===== src/rtl/gcr_telem_pkg.sv =====
package gcr_telem_pkg;

  localparam int LINE_BITS = 21;
  localparam int SYM_W     = 5;
  localparam int NIB_W     = 4;
  localparam int NUM_SYMS  = 4;
  localparam int FRAME_W   = NUM_SYMS * NIB_W;
  localparam int TICK_SH   = 4;                  // 16 ticks per bit
  localparam int MANT_W    = 9;
  localparam int EXP_W     = 3;
  localparam int PER_W     = MANT_W + (1 << EXP_W) - 1;
  localparam int RUN_W     = 33 - TICK_SH;

  typedef enum logic [2:0] {
    ST_IDLE, ST_COLLECT, ST_FILL, ST_DECODE, ST_DIV, ST_DONE
  } ctl_state_t;

  // gap in ticks -> rounded length in bit times
  function automatic logic [RUN_W-1:0] run_len(input logic [31:0] delta);
    logic [32:0] s;
    s = {1'b0, delta} + 33'd8;
    return s[32:TICK_SH];
  endfunction

  // shift a run of len bits (len >= 1) into the line word
  function automatic logic [LINE_BITS-1:0] append_run(
      input logic [LINE_BITS-1:0] w, input logic [4:0] len);
    return (w << len) | (LINE_BITS'(1) << (len - 5'd1));
  endfunction

  function automatic logic [NIB_W-1:0] gcr_nibble(input logic [SYM_W-1:0] sym);
    logic [NIB_W-1:0] n;
    case (sym)
      5'h19: n = 4'h0;
      5'h1B: n = 4'h1;
      5'h12: n = 4'h2;
      5'h13: n = 4'h3;
      5'h1D: n = 4'h4;
      5'h15: n = 4'h5;
      5'h16: n = 4'h6;
      5'h17: n = 4'h7;
      5'h1A: n = 4'h8;
      5'h09: n = 4'h9;
      5'h0A: n = 4'hA;
      5'h0B: n = 4'hB;
      5'h1E: n = 4'hC;
      5'h0D: n = 4'hD;
      5'h0E: n = 4'hE;
      5'h0F: n = 4'hF;
      default: n = 4'h0;
    endcase
    return n;
  endfunction

  function automatic logic frame_sum_ok(input logic [FRAME_W-1:0] f);
    logic [FRAME_W-1:0] x;
    logic [FRAME_W-1:0] y;
    x = f ^ (f >> 8);
    y = x ^ (x >> 4);
    return y[3:0] == 4'hF;
  endfunction

  function automatic logic [PER_W-1:0] expand_period(
      input logic [MANT_W+EXP_W-1:0] pl);
    return PER_W'(pl[MANT_W-1:0]) << pl[MANT_W+EXP_W-1:MANT_W];
  endfunction

endpackage


===== src/rtl/gcr_run_accum.sv =====
module gcr_run_accum
  import gcr_telem_pkg::*;
(
  input  logic                 clk,
  input  logic                 rst_n,
  input  logic                 clr,
  input  logic                 push,
  input  logic [31:0]          ts,
  input  logic                 fill,
  output logic [LINE_BITS-1:0] word,
  output logic                 frame_bad
);

  logic [31:0]          prev_q;
  logic                 seen_q;
  logic [4:0]           bits_q;
  logic                 over_q;
  logic                 zero_q;
  logic [LINE_BITS-1:0] word_q;

  logic [RUN_W-1:0] len_w;
  logic [4:0]       room_w;
  logic             open_w;

  assign len_w  = run_len(ts - prev_q);
  assign room_w = 5'(LINE_BITS) - bits_q;
  assign open_w = bits_q < 5'(LINE_BITS);

  always_ff @(posedge clk or negedge rst_n) begin
    if (!rst_n) begin
      prev_q <= '0;
      seen_q <= 1'b0;
      bits_q <= '0;
      over_q <= 1'b0;
      zero_q <= 1'b0;
      word_q <= '0;
    end else if (clr) begin
      seen_q <= 1'b0;
      bits_q <= '0;
      over_q <= 1'b0;
      zero_q <= 1'b0;
      word_q <= '0;
    end else if (push) begin
      prev_q <= ts;
      seen_q <= 1'b1;
      if (seen_q && open_w) begin
        if (len_w == '0) begin
          zero_q <= 1'b1;
        end else if (len_w > RUN_W'(room_w)) begin
          over_q <= 1'b1;
          bits_q <= 5'(LINE_BITS);
        end else begin
          bits_q <= bits_q + len_w[4:0];
          word_q <= append_run(word_q, len_w[4:0]);
        end
      end
    end else if (fill && seen_q && open_w) begin
      word_q <= append_run(word_q, room_w);
      bits_q <= 5'(LINE_BITS);
    end
  end

  assign word      = word_q;
  assign frame_bad = over_q | zero_q | ~seen_q;


  bits_cap_chk: assert property (@(posedge clk) disable iff (!rst_n)
    bits_q <= 5'(LINE_BITS));


  fill_complete_chk: assert property (@(posedge clk) disable iff (!rst_n)
    (fill && !clr && !push && seen_q) |=> (bits_q == 5'(LINE_BITS)));

endmodule


===== src/rtl/gcr_frame_decode.sv =====
module gcr_frame_decode
  import gcr_telem_pkg::*;
(
  input  logic [NUM_SYMS*SYM_W-1:0] syms,
  output logic                      sum_ok,
  output logic                      stopped,
  output logic                      per_zero,
  output logic [PER_W-1:0]          period
);

  logic [FRAME_W-1:0]       frame_w;
  logic [FRAME_W-NIB_W-1:0] payload_w;

  for (genvar k = 0; k < NUM_SYMS; k++) begin : g_sym
    assign frame_w[k*NIB_W +: NIB_W] = gcr_nibble(syms[k*SYM_W +: SYM_W]);
  end

  assign payload_w = frame_w[FRAME_W-1:NIB_W];
  assign sum_ok    = frame_sum_ok(frame_w);
  assign stopped   = &payload_w;
  assign period    = expand_period(payload_w);
  assign per_zero  = payload_w[MANT_W-1:0] == '0;

endmodule


===== src/rtl/gcr_rate_div.sv =====
module gcr_rate_div #(
  parameter int DVD_W = 20,
  parameter int DVS_W = 16
) (
  input  logic             clk,
  input  logic             rst_n,
  input  logic             go,
  input  logic [DVD_W-1:0] dividend,
  input  logic [DVS_W-1:0] divisor,
  output logic             busy,
  output logic             done,
  output logic [DVD_W-1:0] quotient
);

  localparam int CNT_W = $clog2(DVD_W + 1);

  logic [DVD_W-1:0] quo_q;
  logic [DVD_W-1:0] dvd_q;
  logic [DVS_W-1:0] rem_q;
  logic [DVS_W-1:0] dvs_q;
  logic [CNT_W-1:0] cnt_q;
  logic             busy_q;
  logic             done_q;

  logic [DVS_W:0]   rem_sh;
  logic             fits;
  logic [DVS_W-1:0] rem_nx;

  assign rem_sh = {rem_q, quo_q[DVD_W-1]};
  assign fits   = rem_sh >= {1'b0, dvs_q};
  assign rem_nx = fits ? DVS_W'(rem_sh - {1'b0, dvs_q}) : rem_sh[DVS_W-1:0];

  always_ff @(posedge clk or negedge rst_n) begin
    if (!rst_n) begin
      quo_q  <= '0;
      dvd_q  <= '0;
      rem_q  <= '0;
      dvs_q  <= '0;
      cnt_q  <= '0;
      busy_q <= 1'b0;
      done_q <= 1'b0;
    end else begin
      done_q <= busy_q && (cnt_q == CNT_W'(1));
      if (go && !busy_q) begin
        quo_q  <= dividend;
        dvd_q  <= dividend;
        dvs_q  <= divisor;
        rem_q  <= '0;
        cnt_q  <= CNT_W'(DVD_W);
        busy_q <= 1'b1;
      end else if (busy_q) begin
        quo_q <= {quo_q[DVD_W-2:0], fits};
        rem_q <= rem_nx;
        cnt_q <= cnt_q - CNT_W'(1);
        if (cnt_q == CNT_W'(1)) busy_q <= 1'b0;
      end
    end
  end

  assign busy     = busy_q;
  assign done     = done_q;
  assign quotient = quo_q;


  div_exact_chk: assert property (@(posedge clk) disable iff (!rst_n)
    done_q |-> ((64'(quo_q) * 64'(dvs_q) + 64'(rem_q) == 64'(dvd_q)) && (rem_q < dvs_q)));


  div_no_overlap_chk: assert property (@(posedge clk) disable iff (!rst_n)
    go |-> !busy_q);

endmodule


===== src/rtl/gcr_telem_decoder.sv =====
module gcr_telem_decoder
  import gcr_telem_pkg::*;
#(
  parameter int CNT_W    = 6,
  parameter int DVD_W    = 20,
  parameter int RATE_NUM = 600000,
  parameter int ERR_CODE = 16'hFFFF
) (
  input  logic             clk,
  input  logic             rst_n,
  input  logic             start,
  input  logic [CNT_W-1:0] frame_count,
  input  logic             ts_valid,
  input  logic [31:0]      ts_data,
  output logic             res_valid,
  output logic             res_error,
  output logic [DVD_W-1:0] res_value
);

  ctl_state_t       state_q;
  logic [CNT_W-1:0] left_q;
  logic             err_q;
  logic [DVD_W-1:0] value_q;

  logic                 acc_clr;
  logic                 acc_push;
  logic                 acc_fill;
  logic [LINE_BITS-1:0] line_word;
  logic                 frame_bad;

  logic             sum_ok;
  logic             stopped;
  logic             per_zero;
  logic [PER_W-1:0] period;

  logic             decode_fail;
  logic             div_go;
  logic             div_busy;
  logic             div_done;
  logic [DVD_W-1:0] div_quot;
  logic [DVD_W-1:0] dividend;

  assign acc_clr  = (state_q == ST_IDLE) && start;
  assign acc_push = (state_q == ST_COLLECT) && ts_valid;
  assign acc_fill = (state_q == ST_FILL);

  gcr_run_accum u_accum (
    .clk       (clk),
    .rst_n     (rst_n),
    .clr       (acc_clr),
    .push      (acc_push),
    .ts        (ts_data),
    .fill      (acc_fill),
    .word      (line_word),
    .frame_bad (frame_bad)
  );

  gcr_frame_decode u_decode (
    .syms     (line_word[NUM_SYMS*SYM_W-1:0]),
    .sum_ok   (sum_ok),
    .stopped  (stopped),
    .per_zero (per_zero),
    .period   (period)
  );

  assign decode_fail = frame_bad || !sum_ok || (!stopped && per_zero);
  assign div_go      = (state_q == ST_DECODE) && !decode_fail && !stopped;
  assign dividend    = DVD_W'(RATE_NUM) + DVD_W'(period >> 1);

  gcr_rate_div #(.DVD_W(DVD_W), .DVS_W(PER_W)) u_div (
    .clk      (clk),
    .rst_n    (rst_n),
    .go       (div_go),
    .dividend (dividend),
    .divisor  (period),
    .busy     (div_busy),
    .done     (div_done),
    .quotient (div_quot)
  );

  always_ff @(posedge clk or negedge rst_n) begin
    if (!rst_n) begin
      state_q <= ST_IDLE;
      left_q  <= '0;
      err_q   <= 1'b0;
      value_q <= '0;
    end else begin
      case (state_q)
        ST_IDLE: begin
          if (start) begin
            left_q  <= frame_count;
            err_q   <= 1'b0;
            state_q <= (frame_count == '0) ? ST_FILL : ST_COLLECT;
          end
        end
        ST_COLLECT: begin
          if (ts_valid) begin
            left_q <= left_q - CNT_W'(1);
            if (left_q == CNT_W'(1)) state_q <= ST_FILL;
          end
        end
        ST_FILL: state_q <= ST_DECODE;
        ST_DECODE: begin
          if (decode_fail) begin
            err_q   <= 1'b1;
            value_q <= DVD_W'(ERR_CODE);
            state_q <= ST_DONE;
          end else if (stopped) begin
            value_q <= '0;
            state_q <= ST_DONE;
          end else begin
            state_q <= ST_DIV;
          end
        end
        ST_DIV: begin
          if (div_done) begin
            value_q <= div_quot;
            state_q <= ST_DONE;
          end
        end
        ST_DONE: state_q <= ST_IDLE;
        default: state_q <= ST_IDLE;
      endcase
    end
  end

  assign res_valid = (state_q == ST_DONE);
  assign res_error = (state_q == ST_DONE) && err_q;
  assign res_value = value_q;


  valid_pulse_chk: assert property (@(posedge clk) disable iff (!rst_n)
    res_valid |=> !res_valid);


  err_value_chk: assert property (@(posedge clk) disable iff (!rst_n)
    res_error |-> (res_valid && res_value == DVD_W'(ERR_CODE)));


  quot_from_div_chk: assert property (@(posedge clk) disable iff (!rst_n)
    (res_valid && !res_error && res_value != '0) |-> $past(div_done));


  div_idle_outside_chk: assert property (@(posedge clk) disable iff (!rst_n)
    div_busy |-> (state_q == ST_DIV));

endmodule


===== config.mk =====
export PLATFORM = sky130hd
export DESIGN_NAME = gcr_telem_decoder
export DESIGN_NICKNAME = d
export VERILOG_FILES = /design/src/rtl/gcr_telem_pkg.sv /design/src/rtl/gcr_run_accum.sv /design/src/rtl/gcr_frame_decode.sv /design/src/rtl/gcr_rate_div.sv /design/src/rtl/gcr_telem_decoder.sv
export SDC_FILE = /design/constraint.sdc
export NUM_CORES = 1
export LEC_CHECK = 0
export ABC_AREA = 1
export BUFFER_PORTS_ARGS = -buffer_cell sky130_fd_sc_hd__buf_2
export CORE_MARGIN = 2
export CORE_UTILIZATION = 36
export DETAILED_ROUTE_END_ITERATION = 16
export GPL_TIMING_DRIVEN = 0
export PLACE_DENSITY = 0.51
export SKIP_CTS_REPAIR_TIMING = 1
export SYNTH_ARGS = -nofsm -noshare
export SYNTH_HDL_FRONTEND = slang
export SYNTH_SLANG_ARGS = --single-unit

===== constraint.sdc =====
create_clock -name clk -period 5.3 [get_ports clk]
set_input_delay 1.06 -clock clk [delete_from_list [all_inputs] [get_ports clk]]
set_output_delay 1.06 -clock clk [all_outputs]
set_load 0.02 [all_outputs]

[Word-level counts from Yosys, hierarchy flattened]
Memory sizes are Yosys's and may differ from the RTL's.
Cells that the tools add are included.
Word-level totals
  bits in registers: 150
  bits in latches: 0
  RAM bits: 0
  ROM bits: 512
  input port bits: 42
  output and inout port bits: 22
  word-level logic and storage cells: 155
  memories kept: 4
Memory list
  (no name shown): depth 32, width 4, rd ports 1, clocked after memory_dff 0, wr ports 0, RTL line gcr_telem_pkg.sv:33  | case (sym)
  (no name shown): depth 32, width 4, rd ports 1, clocked after memory_dff 0, wr ports 0, RTL line gcr_telem_pkg.sv:33
  (no name shown): depth 32, width 4, rd ports 1, clocked after memory_dff 0, wr ports 0, RTL line gcr_telem_pkg.sv:33
  (no name shown): depth 32, width 4, rd ports 1, clocked after memory_dff 0, wr ports 0, RTL line gcr_telem_pkg.sv:33
Cells by class
  $add $sub $neg: 10
  $mul: 0
  div/mod/pow operators: 0
  magnitude comparators: 3
  equal/unequal tests: 18
  shifts and indexed selects: 5
  multiplexer cells: 51
  bitwise logic cells: 8
  reductions and logical operators: 40
Operators with widths (count)
  $mux W21: 6
  $mux W20: 5
  $mux W16: 3
  $or A21 B21 Y21: 2
  $shl A1 B5 Y21 const A: 2
  $shl A21 B5 Y21: 2
  $mux W5: 8
  $pmux W20 S2: 1
  $add A32 B4 Y33 const B: 1
  $sub A32 B32 Y32: 1
  $gt A29 B5 Y1: 1
  $logic_not A29 Y1: 1
  $add A20 B15 Y20 const A: 1
  $mux W1: 18
  $ge A17 B16 Y1: 1
  $reduce_bool A2 Y1: 8
  $shl A9 B3 Y16: 1
  $sub A16 B16 Y16: 1
  $pmux W3 S5: 1
  $reduce_and A3 Y1: 5
  $sub A5 B1 Y5 const B: 3
  $mux W3: 4
  $mux W6: 2
  $pmux W6 S2: 1
  30 further kinds: 56

[Logic depth before layout (Yosys ltp)]
An unclocked memory read counts as a cell.
  depth in word-level cells: 12
  gate-level depth with buffers: 30
  gate-level depth less buffers: 29

[By module]
Synthesis repeated with hierarchy kept, for this count alone.
Unflattened totals
  cells, all modules: 2744
  area, all modules: 16037.9 um^2
Modules (own cells, without submodules)
  gcr_run_accum: times used 1, cells an instance 1689, area each 9177.6 um^2, seq. area each 1526.5 um^2
  gcr_rate_div: times used 1, cells an instance 518, area each 3718.6 um^2, seq. area each 1476.4 um^2
  gcr_telem_decoder: times used 1, cells an instance 270, area each 1854.3 um^2, seq. area each 750.7 um^2
  gcr_frame_decode: times used 1, cells an instance 267, area each 1287.5 um^2, seq. area each 0.0 um^2

[Worst setup path after synthesis]
Ideal clock, no wire load.
  path type: in2reg
  start point: input ts_data[2]
  end point: register u_accum.word_q[14], in the netlist u_accum.word[14]
  setup time: 0.117 ns
  arrival time: 4.113 ns
  data required time: 5.183 ns
  setup slack: 1.070 ns
  cell stages on the path: 25
  buffers on the path: 2
  cell sequence: ha_1 nand2_1 nand2_1 inv_1 nand2_1 xor2_1 ha_1 inv_1 nand3_1 nand2_2 inv_1 clkbuf_1 ha_1 nand2_1 or2_2 a21oi_1 nor4_1 nand2_1 nor2_1 nand3_1 nand3_2 nand3_2 buf_4 nand2_1 nand2_1
Between the ends
  longest elaborated chain between the ends: 10
  elaborated cells between the ends (all ways): 16
  those cells by class: 3 x add/sub; 1 x order compare; 2 x eq/ne; 2 x shift; 5 x mux; 1 x bitwise; 2 x reduce/logical
RTL lines
  start: declaration: RTL line gcr_telem_decoder.sv:14  | input logic [31:0] ts_data,
  $sub A32 B32 Y32 *: RTL line gcr_run_accum.sv:25  | assign len_w = run_len(ts - prev_q);
  $add A32 B4 Y33 *: RTL line gcr_telem_pkg.sv:21  | s = {1'b0, delta} + 33'd8;
  $sub A5 B1 Y5: RTL line gcr_telem_pkg.sv:28  | return (w << len) | (LINE_BITS'(1) << (len - 5'd1));
  $shl A1 B5 Y21: RTL line gcr_telem_pkg.sv:28
  $or A21 B21 Y21: RTL line gcr_telem_pkg.sv:28
  $mux W21: RTL line gcr_run_accum.sv:49  | end else if (len_w > RUN_W'(room_w)) begin
  $mux W21: RTL line gcr_run_accum.sv:47  | if (len_w == '0) begin
  $mux W21: RTL line gcr_run_accum.sv:46  | if (seen_q && open_w) begin
  $mux W21: RTL line gcr_run_accum.sv:43  | end else if (push) begin
  $mux W21: RTL line gcr_run_accum.sv:37  | end else if (clr) begin
  end signal: assignment: RTL line gcr_run_accum.sv:54  | word_q <= append_run(word_q, len_w[4:0]);
  end signal: assignment: RTL line gcr_run_accum.sv:58  | word_q <= append_run(word_q, room_w);
  end: declaration: RTL line gcr_run_accum.sv:19  | logic [LINE_BITS-1:0] word_q;
Mark *: on every way between the ends. The rest lies on a longest branch, timed or not. The select of a mux whose other input is x is not followed.
A chain may end at the register's enable or synchronous reset.

[Final worst setup path]
  start point: input ts_data[3]
  end point: register u_accum.word_q[18], in the netlist u_accum.word[18]
The elaborated chain is that of the path after synthesis.

==> impl_metrics.csv <==
group,metric,value,unit
global_routing,grt_overflow_total,0,
timing,drv_slew,0,
timing,timing.final.crit_share,0.9290,
critical_path,r2r_start,"u_accum.prev_q[3]",
critical_path,cp-startpoint,"ts_data[3]",
job,maxCapViolations,0,
finish,fin_nets,2606,
critical_path,crit_path_end_kind,"flop",
cts,cts_root_buffer,"clkbuf_16",
pwr,vdd_drop_max,0.0003258,V
global_routing,grt_pass1_vias,14880,
timing,tightest_slew,983.5,ps
critical_path,cpMostUsedCell,"nand2_1",
finish,syn_to_final_growth,10.80,%
logic_synthesis,synthArstFlopShare,1.000,
cts,clock_latency,490,ps
floorplanning,start_util,0.3627,
critical_path,cp-start-kind,"input port",
place,hpwl,42240,um
cts,cts_sinks,149,
global_routing,track_usage,0.2540,
logic_synthesis,ys_ff_latch,149,
finish,n_fill_cell,4518,
route,via_per_inst,5.193,
timing,rsz0062_at_grt,"no",
route,wl,51860,um
critical_path,setup.worst_path.class,"in2reg",
route,first_iter_violations,1198,
timing,max_freq,203.1,MHz
logic_synthesis,synth_top_flop_cell,"dfrtp_1",
critical_path,crit_chain,"buf_2 -> ha_1 -> nand2_1 -> nand2_1 -> inv_1 -> nand2_1 -> nand2_1 -> nand2_1 -> ha_1 -> clkbuf_1 -> clkbuf_1 -> inv_1 -> ha_1 -> or2_2 -> a21oi_1 -> nor4_1 -> nand2_1 -> nor2_1 -> nand3_1 -> nand3_2 -> nand3_2 -> buf_4 -> nand2_1 -> nand2_1",
floorplanning,fp.dieH,206.4,um
route,avgRoutedWirePerCell,17.14,um
hold_path,hold_path_class,"in2async",
floorplanning,num_rows,74,
route,antenna_left,0,
timing,setup_viol,0,
logic_synthesis,ys.warnings.count,0,
floorplanning,core_area,0.04065,mm^2
critical_path,cp_top_family,"simple AND/OR/NAND/NOR gates",
logic_synthesis,synthDistinctLibCells,59,
logic_synthesis,synthesis.area,0.01474,mm^2
floorplanning,die-area,0.04259,mm^2
timing,relSlewSlack,0.3393,
critical_path,worst_path_max_delay_cell,"ha_1",
logic_synthesis,ys_seq_area_frac,0.2529,
pwr,leakage,8.054,nW
cts,htreeDepth,4,
finish,diodes,0,
timing,skew,11.35,ps
timing,hold_violations,0,
logic_synthesis,synth-edff-count,0,
cts,cts_tree,"done",
timing,hold-worst-slack,441.0,ps
status,status,"finished clean",
route,drc,0,
place,port_buffers,63,
global_routing,grt_first_pass_wirelength,82800,um
place,gp_congestion,0.9653,
cts,cts.clk_slew.worst_paths,70,ps
critical_path,slowest_delay,580,ps
cts,clock_path_buffers,2,
global_routing,grt_max_degree,113,
global_routing,antenna_found_initial,0,
route,dr.pass1.iters,5,
critical_path,arrival,5350,ps
logic_synthesis,postSynthAreaPerCell,6.146,um^2
finish,drive_above_1_share,0.08300,
route,num_vias,15710,
timing,period_needed,4924,ps
critical_path,worstPathMaxFanout,10,
pwr,powerDensity,664.3,mW/mm^2
floorplanning,die_w,206.4,um
critical_path,cp_num_buf_inv,6,
cts,numCtsBuffers,17,
finish,fin_util,0.4019,
critical_path,worstPathRequired,5730,ps
floorplanning,ioPinCount,64,
logic_synthesis,synth_nets,2523,
logic_synthesis,synth_cells,2399,
[per-stage QoR]
| stage | total power [mW] | TNS (ps) | setup WS, ps | cell area [um^2] | cells |
|---|---|---|---|---|---|
| 4_1_cts | 10.80 | 0 | 491.2 | 16340 | 3026 |
| 2_1_floorplan | 7.209 | 0 | 1070 | 14740 | 2399 |
| 5_1_grt | 11.96 | 0 | 60.89 | 16340 | 3026 |
| 3_3_place_gp | 9.471 | -493.2 | -96.13 | 15730 | 2994 |
| 3_5_place_dp | 9.487 | -332.4 | -33.93 | 15760 | 2995 |
| 6_report | 10.85 | 0 | 376.2 | 16340 | 3026 |
[worst register-to-register path: cells and delay by family, from the launching register on]
kind,cells,cell delay [ps]
buf+inv,6,1370
simple gates,14,1530
fa+ha+maj,3,1130
flops,1,320
compound gates,1,170
[final timing paths]
| path | end | depth (start not counted) | slack (ps) |
|---|---|---|---|
| worst max register to register | u_accum.word[18] | 24 | 710 |
| worst min register to register | u_div.rem_q[15] | 2 | 490 |
| worst min-delay path | u_accum.prev_q[8] | 1 | 440 |
| min in group clk | u_div.rem_q[15] | 2 | 490 |
| max in group asynchronous | u_accum.word[4] | 2 | 3970 |
| worst max-delay path | u_accum.word[18] | 24 | 380 |
[state kept, by name, indices dropped and copies added (netlist names)]
signal,count
u_accum.prev_q,32
res_value,20
u_accum.word,20
u_div.quotient,20
u_div.dvs_q,16
u_div.rem_q,16
left_q,6
u_accum.bits_q,5
u_div.cnt_q,5
state_q,3
err_q,1
u_accum.over_q,1
u_accum.seen_q,1
u_accum.zero_q,1
u_div.busy,1
u_div.done,1
[cells in the final DEF, fill, tap and decap left out, types with 5 or more instances in the layout]
cell type	n
a211oi_1	5
a21oi_1	86
a31oi_1	29
buf_2	68
clkbuf_1	60
clkbuf_16	17
clkinv_1	7
dfrtp_1	149
ha_1	80
inv_1	336
inv_2	18
inv_6	6
nand2_1	738
nand2_2	31
nand3_1	150
nand3_2	10
nand4_1	33
nor2_1	199
nor2_2	17
nor2_4	12
nor3_1	31
nor4_1	11
o211ai_1	10
o21ai_0	222
o21bai_1	9
o221ai_1	16
o22ai_1	23
or2_2	5
xnor2_1	9
xor2_1	33
[cell usage after synthesis (3+ instances only)]
master | n | area [um^2]
nand2_2 | 31 | 193.9
nand2_1 | 738 | 2770
o21ai_1 | 3 | 15.01
nand4_1 | 33 | 206.5
nand3_1 | 150 | 750.7
a311oi_1 | 3 | 26.28
o221ai_1 | 16 | 140.1
nor4_1 | 11 | 68.82
nor3_1 | 31 | 155.2
o211ai_1 | 10 | 75.07
or3_1 | 3 | 18.77
dfrtp_1 | 149 | 3729
a21oi_1 | 86 | 430.4
or2_2 | 5 | 31.28
o22ai_1 | 23 | 143.9
inv_2 | 18 | 67.56
xnor2_1 | 9 | 78.83
o31ai_1 | 4 | 30.03
ha_1 | 80 | 1001
a211oi_1 | 5 | 37.54
nor2_2 | 17 | 106.4
clkbuf_1 | 60 | 225.2
a32oi_1 | 4 | 35.03
inv_1 | 336 | 1261
o21bai_1 | 9 | 67.56
nor2_1 | 199 | 747.0
a31oi_1 | 29 | 181.4
nand3_2 | 10 | 100.1
a221oi_1 | 3 | 26.28
buf_2 | 6 | 30.03
nand3b_1 | 4 | 30.03
a22o_1 | 3 | 26.28
clkinv_1 | 7 | 26.28
xor2_1 | 33 | 289.0
nor2_4 | 12 | 135.1
a21oi_2 | 3 | 26.28
nand3_4 | 3 | 52.55
o21ai_0 | 222 | 1111
[kinds of logic (layout without fill, tap and decap cells)]
family | after synthesis | count (layout) | synth area share
flip-flops | 149 | 149 | 0.2529
XOR/XNOR | 43 | 43 | 0.02605
adder cells (fa/ha/maj) | 82 | 82 | 0.07060
multiplexers | 2 | 2 | 0.001358
buffers and inverters | 431 | 526 | 0.1110
AND/OR/NAND/NOR | 1252 | 1252 | 0.3673
AO/OA/AOI/OAI | 440 | 440 | 0.1708
[area by class of cell]
type / count / area (um^2) / share of cell area
clock inverter: 13 / 135.1 / 0.008271
tap: 532 / 665.6 / 0.04074
inverter: 361 / 1355 / 0.08294
timing repair buffer: 64 / 352.8 / 0.02160
clock buffer: 18 / 439.2 / 0.02688
sequential: 149 / 3729 / 0.2282
multi-input combinational: 1819 / 9379 / 0.5741
buffer: 70 / 281.5 / 0.01723
[power by group]
part           internal, mW  switching, mW  total, mW
registers              1.41          0.203       1.61
logic                  2.25           5.74       7.99
clock network         0.671          0.583       1.25
[layer usage]
layer | routed length, um | vias up | share of wire | GRT usage
met5 | 0 | - | 0 | 0
met4 | 992 | 0 | 0.019 | 0.06913
met3 | 2913 | 60 | 0.056 | 0.04983
met2 | 22090 | 389 | 0.43 | 0.3902
met1 | 25870 | 7285 | 0.50 | 0.3608
li1 | - | 7979 | - | -
No activity file was read; power rests on OpenSTA's default activity.
